File: config.mk
export PLATFORM = sky130hd
export DESIGN_NAME = dvfs_seq
export DESIGN_NICKNAME = d
export VERILOG_FILES = /design/src/rtl/dvfs_seq.sv
export SDC_FILE = /design/constraint.sdc
export NUM_CORES = 1
export LEC_CHECK = 0
export ABC_AREA = 0
export ABC_CLOCK_PERIOD_IN_PS = 3650
export BUFFER_PORTS_ARGS = -buffer_cell sky130_fd_sc_hd__buf_2
export CORE_MARGIN = 8
export CORE_UTILIZATION = 40
export DETAILED_ROUTE_END_ITERATION = 16
export GPL_TIMING_DRIVEN = 1
export PLACE_DENSITY = 0.68
export SYNTH_ARGS = -nofsm -noshare
export SYNTH_HDL_FRONTEND = slang
export SYNTH_SLANG_ARGS = --single-unit
File: constraint.sdc
create_clock -name clk -period 3.65 [get_ports clk]
set_clock_uncertainty 0.1 [all_clocks]
set_input_delay 0.365 -clock clk [delete_from_list [all_inputs] [get_ports clk]]
set_output_delay 0.365 -clock clk [all_outputs]
set_load 0.05 [all_outputs]
File: src/rtl/dvfs_seq.sv
`timescale 1ns/1ps
module dvfs_seq #(
  parameter int LVL_W     = 4,
  parameter int TMR_W     = 16,
  parameter int LOCK_W    = 16,
  parameter int LOCK_MULT = 250,
  parameter int RST_LVL   = 7,
  parameter bit DIV1_THREE = 1'b1
) (
  input  logic              clk,
  input  logic              rst_n,
  input  logic              start,
  input  logic [LVL_W-1:0]  cur_lvl,
  input  logic [LVL_W-1:0]  tgt_lvl,
  input  logic [TMR_W-1:0]  timeout_lim,
  output logic              mux_sel,
  input  logic [2:0]        mux_stat,
  output logic [31:0]       pll_word,
  output logic              pll_we,
  output logic [LOCK_W-1:0] lock_cnt,
  output logic              lock_we,
  input  logic              pll_lock,
  output logic [31:0]       div0_word,
  output logic              div0_we,
  input  logic [31:0]       div0_stat,
  output logic [31:0]       div1_word,
  output logic              div1_we,
  input  logic [2:0]        div1_stat,
  output logic              busy,
  output logic              done,
  output logic              err
);
  localparam int          NUM_LVL   = 14;
  localparam logic [31:0] PLL_FMASK = 32'h03FF_3F07;
  localparam logic [31:0] D0_MASK   = 32'h1111_1111;
  localparam logic [2:0]  D1_MASK   = DIV1_THREE ? 3'b111 : 3'b011;

  typedef enum logic [2:0] {S_IDLE, S_DISP, S_D0, S_D1, S_MALT, S_LOCK, S_MMAIN} st_t;

  function automatic logic [31:0] pms_of(input logic [LVL_W-1:0] l);
    logic [9:0] m;
    logic [5:0] p;
    logic [2:0] s;
    case (int'(l))
      0:  begin m = 10'd250; p = 6'd4; s = 3'd0; end
      1:  begin m = 10'd175; p = 6'd3; s = 3'd0; end
      2:  begin m = 10'd325; p = 6'd6; s = 3'd0; end
      3:  begin m = 10'd200; p = 6'd4; s = 3'd0; end
      4:  begin m = 10'd275; p = 6'd6; s = 3'd0; end
      5:  begin m = 10'd125; p = 6'd3; s = 3'd0; end
      6:  begin m = 10'd150; p = 6'd4; s = 3'd0; end
      7:  begin m = 10'd100; p = 6'd3; s = 3'd0; end
      8:  begin m = 10'd175; p = 6'd3; s = 3'd1; end
      9:  begin m = 10'd200; p = 6'd4; s = 3'd1; end
      10: begin m = 10'd125; p = 6'd3; s = 3'd1; end
      11: begin m = 10'd100; p = 6'd3; s = 3'd1; end
      12: begin m = 10'd200; p = 6'd4; s = 3'd2; end
      default: begin m = 10'd100; p = 6'd3; s = 3'd2; end
    endcase
    return {6'd0, m, 2'd0, p, 5'd0, s};
  endfunction

  function automatic logic [31:0] div0_of(input logic [LVL_W-1:0] l);
    int i;
    logic [3:0] m0, m1, atb, apl;
    i   = int'(l);
    m0  = (i <= 4) ? 4'd3 : (i <= 12) ? 4'd2 : 4'd1;
    m1  = (i <= 3) ? 4'd7 : (i == 4) ? 4'd6 : (i <= 7) ? 4'd5 : (i <= 12) ? 4'd4 : 4'd3;
    atb = (i <= 1) ? 4'd6 : (i <= 3) ? 4'd5 : (i <= 5) ? 4'd4 : (i <= 11) ? 4'd3 :
          (i == 12) ? 4'd2 : 4'd1;
    apl = (i <= 4) ? 4'd2 : 4'd1;
    return {4'd0, apl, 4'd1, atb, 4'd0, m1, m0, 4'd0};
  endfunction

  function automatic logic [31:0] div1_of(input logic [LVL_W-1:0] l);
    int i;
    logic [3:0] cp, cs;
    i  = int'(l);
    cp = (i <= 1) ? 4'd6 : (i <= 3) ? 4'd5 : (i <= 5) ? 4'd4 : 4'd3;
    cs = DIV1_THREE ? 4'((14 - i) / 2) : 4'd0;
    return {20'd0, cs, 4'd0, cp};
  endfunction

  st_t              st;
  logic [LVL_W-1:0] tgt_q;
  logic             up_q, full_q, div_done, pll_done;
  logic [TMR_W-1:0] tmr;
  logic             hs_ok;

  wire  [31:0] tgt_pms = pms_of(tgt_q);
  wire  bad_req = (tgt_lvl == '0) || (int'(tgt_lvl) >= NUM_LVL) || (int'(cur_lvl) >= NUM_LVL);
  wire  full_in = pms_of(cur_lvl)[31:8] != pms_of(tgt_lvl)[31:8];
  wire  wait_st = (st != S_IDLE) && (st != S_DISP);
  wire  sample  = tmr != '0;
  wire  tmo     = sample && !hs_ok && (tmr == timeout_lim);

  assign busy = st != S_IDLE;

  always_comb begin
    case (st)
      S_D0:    hs_ok = (div0_stat & D0_MASK) == '0;
      S_D1:    hs_ok = (div1_stat & D1_MASK) == '0;
      S_MALT:  hs_ok = mux_stat == 3'd2;
      S_LOCK:  hs_ok = pll_lock;
      S_MMAIN: hs_ok = mux_stat == 3'd1;
      default: hs_ok = 1'b0;
    endcase
  end

  always_ff @(posedge clk or negedge rst_n) begin
    if (!rst_n) begin
      st        <= S_IDLE;
      tgt_q     <= '0;
      up_q      <= 1'b0;
      full_q    <= 1'b0;
      div_done  <= 1'b0;
      pll_done  <= 1'b0;
      tmr       <= '0;
      mux_sel   <= 1'b1;
      pll_word  <= 32'h8000_0000 | pms_of(LVL_W'(RST_LVL));
      lock_cnt  <= '0;
      div0_word <= div0_of(LVL_W'(RST_LVL));
      div1_word <= div1_of(LVL_W'(RST_LVL));
      pll_we    <= 1'b0;
      lock_we   <= 1'b0;
      div0_we   <= 1'b0;
      div1_we   <= 1'b0;
      done      <= 1'b0;
      err       <= 1'b0;
    end else begin
      pll_we  <= 1'b0;
      lock_we <= 1'b0;
      div0_we <= 1'b0;
      div1_we <= 1'b0;
      done    <= 1'b0;
      if (wait_st) tmr <= tmr + 1'b1;
      case (st)
        S_IDLE: if (start) begin
          if (bad_req) begin
            done <= 1'b1;
            err  <= 1'b1;
          end else if (cur_lvl == tgt_lvl) begin
            done <= 1'b1;
            err  <= 1'b0;
          end else begin
            tgt_q    <= tgt_lvl;
            up_q     <= tgt_lvl < cur_lvl;
            full_q   <= full_in;
            div_done <= 1'b0;
            pll_done <= 1'b0;
            err      <= 1'b0;
            st       <= S_DISP;
          end
        end
        S_DISP: begin
          tmr <= '0;
          if (!div_done && (up_q || pll_done)) begin
            div0_word <= div0_of(tgt_q);
            div0_we   <= 1'b1;
            st        <= S_D0;
          end else if (!pll_done) begin
            if (full_q) begin
              mux_sel <= 1'b0;
              st      <= S_MALT;
            end else begin
              pll_word[2:0] <= tgt_pms[2:0];
              pll_we        <= 1'b1;
              pll_done      <= 1'b1;
            end
          end else begin
            done <= 1'b1;
            st   <= S_IDLE;
          end
        end
        default: begin
          if (sample && hs_ok) begin
            tmr <= '0;
            case (st)
              S_D0: begin
                div1_word <= div1_of(tgt_q);
                div1_we   <= 1'b1;
                st        <= S_D1;
              end
              S_D1: begin
                div_done <= 1'b1;
                st       <= S_DISP;
              end
              S_MALT: begin
                lock_cnt <= LOCK_W'(int'(tgt_pms[13:8]) * LOCK_MULT);
                lock_we  <= 1'b1;
                pll_word <= (pll_word & ~PLL_FMASK) | tgt_pms;
                pll_we   <= 1'b1;
                st       <= S_LOCK;
              end
              S_LOCK: begin
                mux_sel <= 1'b1;
                st      <= S_MMAIN;
              end
              S_MMAIN: begin
                pll_done <= 1'b1;
                st       <= S_DISP;
              end
              default: st <= S_IDLE;
            endcase
          end else if (tmo) begin
            st   <= S_IDLE;
            done <= 1'b1;
            err  <= 1'b1;
          end
        end
      endcase
    end
  end
endmodule

==> results.json <==
{
  "status": "finished, final reports clean",
  "nNetsFinal": 841,
  "tritoncts": "built",
  "regArea_um2": 1920,
  "antenna_found_initial": 0,
  "critPathLaunchType": "flop",
  "dp_hpwl_mm": 10.0,
  "vias_per_cell": 4.90,
  "area_delta_synth_final_pct": 15.0,
  "place_area_um2": 6250,
  "synth_compound_area_frac": 0.117,
  "hp-class": "primary input to async pin",
  "place.gp.congestion": 0.833,
  "vdd_drop_max_uv": 476,
  "post-route-min-period_ns": 3.51,
  "synth-simple-area-share": 0.154,
  "yosysSeqAreaShare": 0.333,
  "initial_core_util": 0.404,
  "wl_per_cell_um": 14.4,
  "powerDensity_nw_per_um2": 988,
  "clock-sinks": 76,
  "postRouteAntennaNets": 0,
  "arrival_ns": 3.62,
  "diodes": 0,
  "finalHoldViolCount": 0,
  "synth.top_cells.by_count": "buf_4, nand2_1, dfrtp_1",
  "die_w_um": 136,
  "top_level_ports": 186,
  "p_sw_w": 0.00322,
  "setup_ws_ns": 0.138,
  "htree_levels": 3,
  "track_usage": 0.140,
  "internal-power_w": 0.00334,
  "synth_cells": 631,
  "netlist_area_um2": 5780,
  "synth_most_common_cell": "buf_4",
  "p_comb_frac": 0.643,
  "coreArea_um2": 14300,
  "ys_async_sr_fraction": 1.00,
  "via_count": 4505,
  "max_freq_mhz": 285,
  "synth-xor-area-share": 0.0743,
  "synth.avg_cell_area_um2": 9.15,
  "dr.pass1.iters": 4,
  "row_count": 44,
  "maxSlewViolCount": 0,
  "synth_edf_count": 0,
  "leakagePower_nw": 3.30,
  "yosys_register_bits": 76,
  "grt_pass1_wl_mm": 21.3,
  "postLayoutCellArea_um2": 6650,
  "totalWireLength_mm": 13.2,
  "first_global_vias": 4387,
  "layout-drive-gt1-share": 0.262,
  "slew_headroom": 0.363,
  "final-setup-viol-count": 0,
  "ys_warn_count": 0,
  "critPathMaxFanout": 5,
  "place_inst": 898,
  "clk_latency_ns": 0.34,
  "synthMuxAreaShare": 0.0884,
  "seq_power_share": 0.219,
  "gr-total-overflow": 0,
  "grt_max_degree": 77,
  "post-route-drc-count": 0,
  "root_buffer": "clkbuf_16",
  "synthAdderAreaFrac": 0.0992,
  "drtIter0Drc": 157,
  "worstPathRequired_ns": 3.76,
  "synthFlopType": "dfrtp_1",
  "pre_cts_slack_ns": -0.000709,
  "clockBufferDepth": 2,
  "max_cap_viol_count": 0,
  "clock_power_share": 0.137,
  "yosys.area.top_type": "dfrtp_1",
  "multi_input_area_um2": 3390,
  "synth_top_area_frac": 0.260,
  "clk_pin_slew_ns": 0.06,
  "period_share": 0.962,
  "fillers": 1443,
  "synth.distinct_cells": 61,
  "fin_cells": 920,
  "fin_hold_ws_ns": 0.0423,
  "cts_hold_buf": 0,
  "netlist_top_cells_area": "dfrtp_1, buf_4, ha_1",
  "critPathCaptureType": "flop",
  "die-area_um2": 18500,
  "synth_top_family_by_area": "simple AND/OR/NAND/NOR gates",
  "worstSetupPathType": "flop to flop",
  "port_buffers": 91,
  "die_h_um": 136,
  "swShare": 0.491,
  "cts_buffers": 9,
  "worst_slew_pin_slew_ns": 0.956
}
-- cell usage in the layout, fill, tap and decap left out, types with 8 or more instances in the layout --
cell type,synthesis,layout
buf_2,4,90
conb_1,2,70
nand2_1,64,64
dfrtp_1,60,59
nor2_1,44,43
o21ai_0,41,39
ha_1,41,38
xor2_1,32,32
inv_1,32,30
buf_4,72,27
a21oi_1,22,21
xnor2_1,17,17
dfstp_2,16,16
mux2i_1,12,12
mux4_2,11,11
nor4_1,12,11
mux2_2,10,10
nand3_1,9,9
clkbuf_16,0,9
and3_1,8,8
nand4_1,8,8
a31oi_1,8,8
-- state kept, by name, summed over array words and instances (netlist names), 3 cells and up --
signal     count
div0_word     10
div1_word      7
lock_cnt      11
pll_word      14
st             3
tgt_q          4
tmr           16
-- power groups by stage --
stage               Clock [W]  Combinational [W]  Sequential [W]
floorplan                   0            0.00234         0.00216
global placement            0            0.00397         0.00144
detailed placement          0            0.00402         0.00145
CTS                  0.000920            0.00404         0.00144
global route         0.000949            0.00465         0.00149
finish               0.000902            0.00422         0.00144
-- through the flow --
| step | utilization | power [W] | TNS (ns) |
|---|---|---|---|
| detailed placement | 0.437 | 0.00548 | -0.000709 |
| floorplan | - | 0.00450 | 0 |
| finish | 0.464 | 0.00657 | 0 |
| CTS | 0.458 | 0.00640 | 0 |
| global route | 0.464 | 0.00710 | -0.0476 |
| global placement | 0.437 | 0.00541 | 0 |
-- logic make-up after synthesis --
logic type,count (synthesis)
XOR/XNOR,49
AO/OA/AOI/OAI,109
buffers and inverters,131
multiplexers,35
flip-flops,76
adder cells (fa/ha/maj),44
other,2
AND/OR/NAND/NOR,185
-- area by class of cell --
class                   count  share of cell area
clock buffers              10              0.0360
multi-input cells         492               0.510
clock inverters             6             0.00960
repair buffers            118               0.100
inverters                  34              0.0200
flip-flops and latches     76               0.289
well taps                 184              0.0346
-- routing by layer --
metal / GRT usage / vias up / part of all wire
met1: 0.188 / 2159 / 0.45
met5: 0 / - / 0
met3: 0.0251 / 8 / 0.049
met4: 0.0470 / 0 / 0.0098
met2: 0.222 / 110 / 0.49
li1: - / 2228 / -
-- path summary, 6_finish.rpt --
path / startpoint / endpoint / slack [ns] / cells past startpoint
setup / recovery: tgt_q[1] / lock_cnt[11] / 0.14 / 14
hold / removal: rst_n / tmr[7] / 0.04 / 1
setup reg to reg: tgt_q[1] / lock_cnt[11] / 0.14 / 14
hold reg to reg: pll_word[8] / pll_word[8] / 0.36 / 2
max in group asynchronous: rst_n / tgt_q[3] / 2.72 / 1
min in group clk: tgt_lvl[0] / tgt_q[0] / 0.27 / 3
-- worst max-delay path: stages, from the launching register on --
cell and delay, ns:
dfrtp_1 0.38, inv_2 0.13, buf_6 0.12, ha_4 0.14, inv_1 0.05, mux4_2 0.49, fa_2 0.58, ha_1 0.24
ha_1 0.24, fa_2 0.36, nand2b_1 0.09, a221oi_1 0.07, a21o_1 0.19, a21oi_1 0.15, o31ai_1 0.07
-- repair_timing --
action | CTS | global route
endpoints found under the hold margin | 0 | 0
buffers inserted | 0 | 6
gates resized for setup | 1 | 12
endpoints found under the setup margin | 2 | 3
pin swaps | 0 | 6
Power figures use the tool's default switching activity.
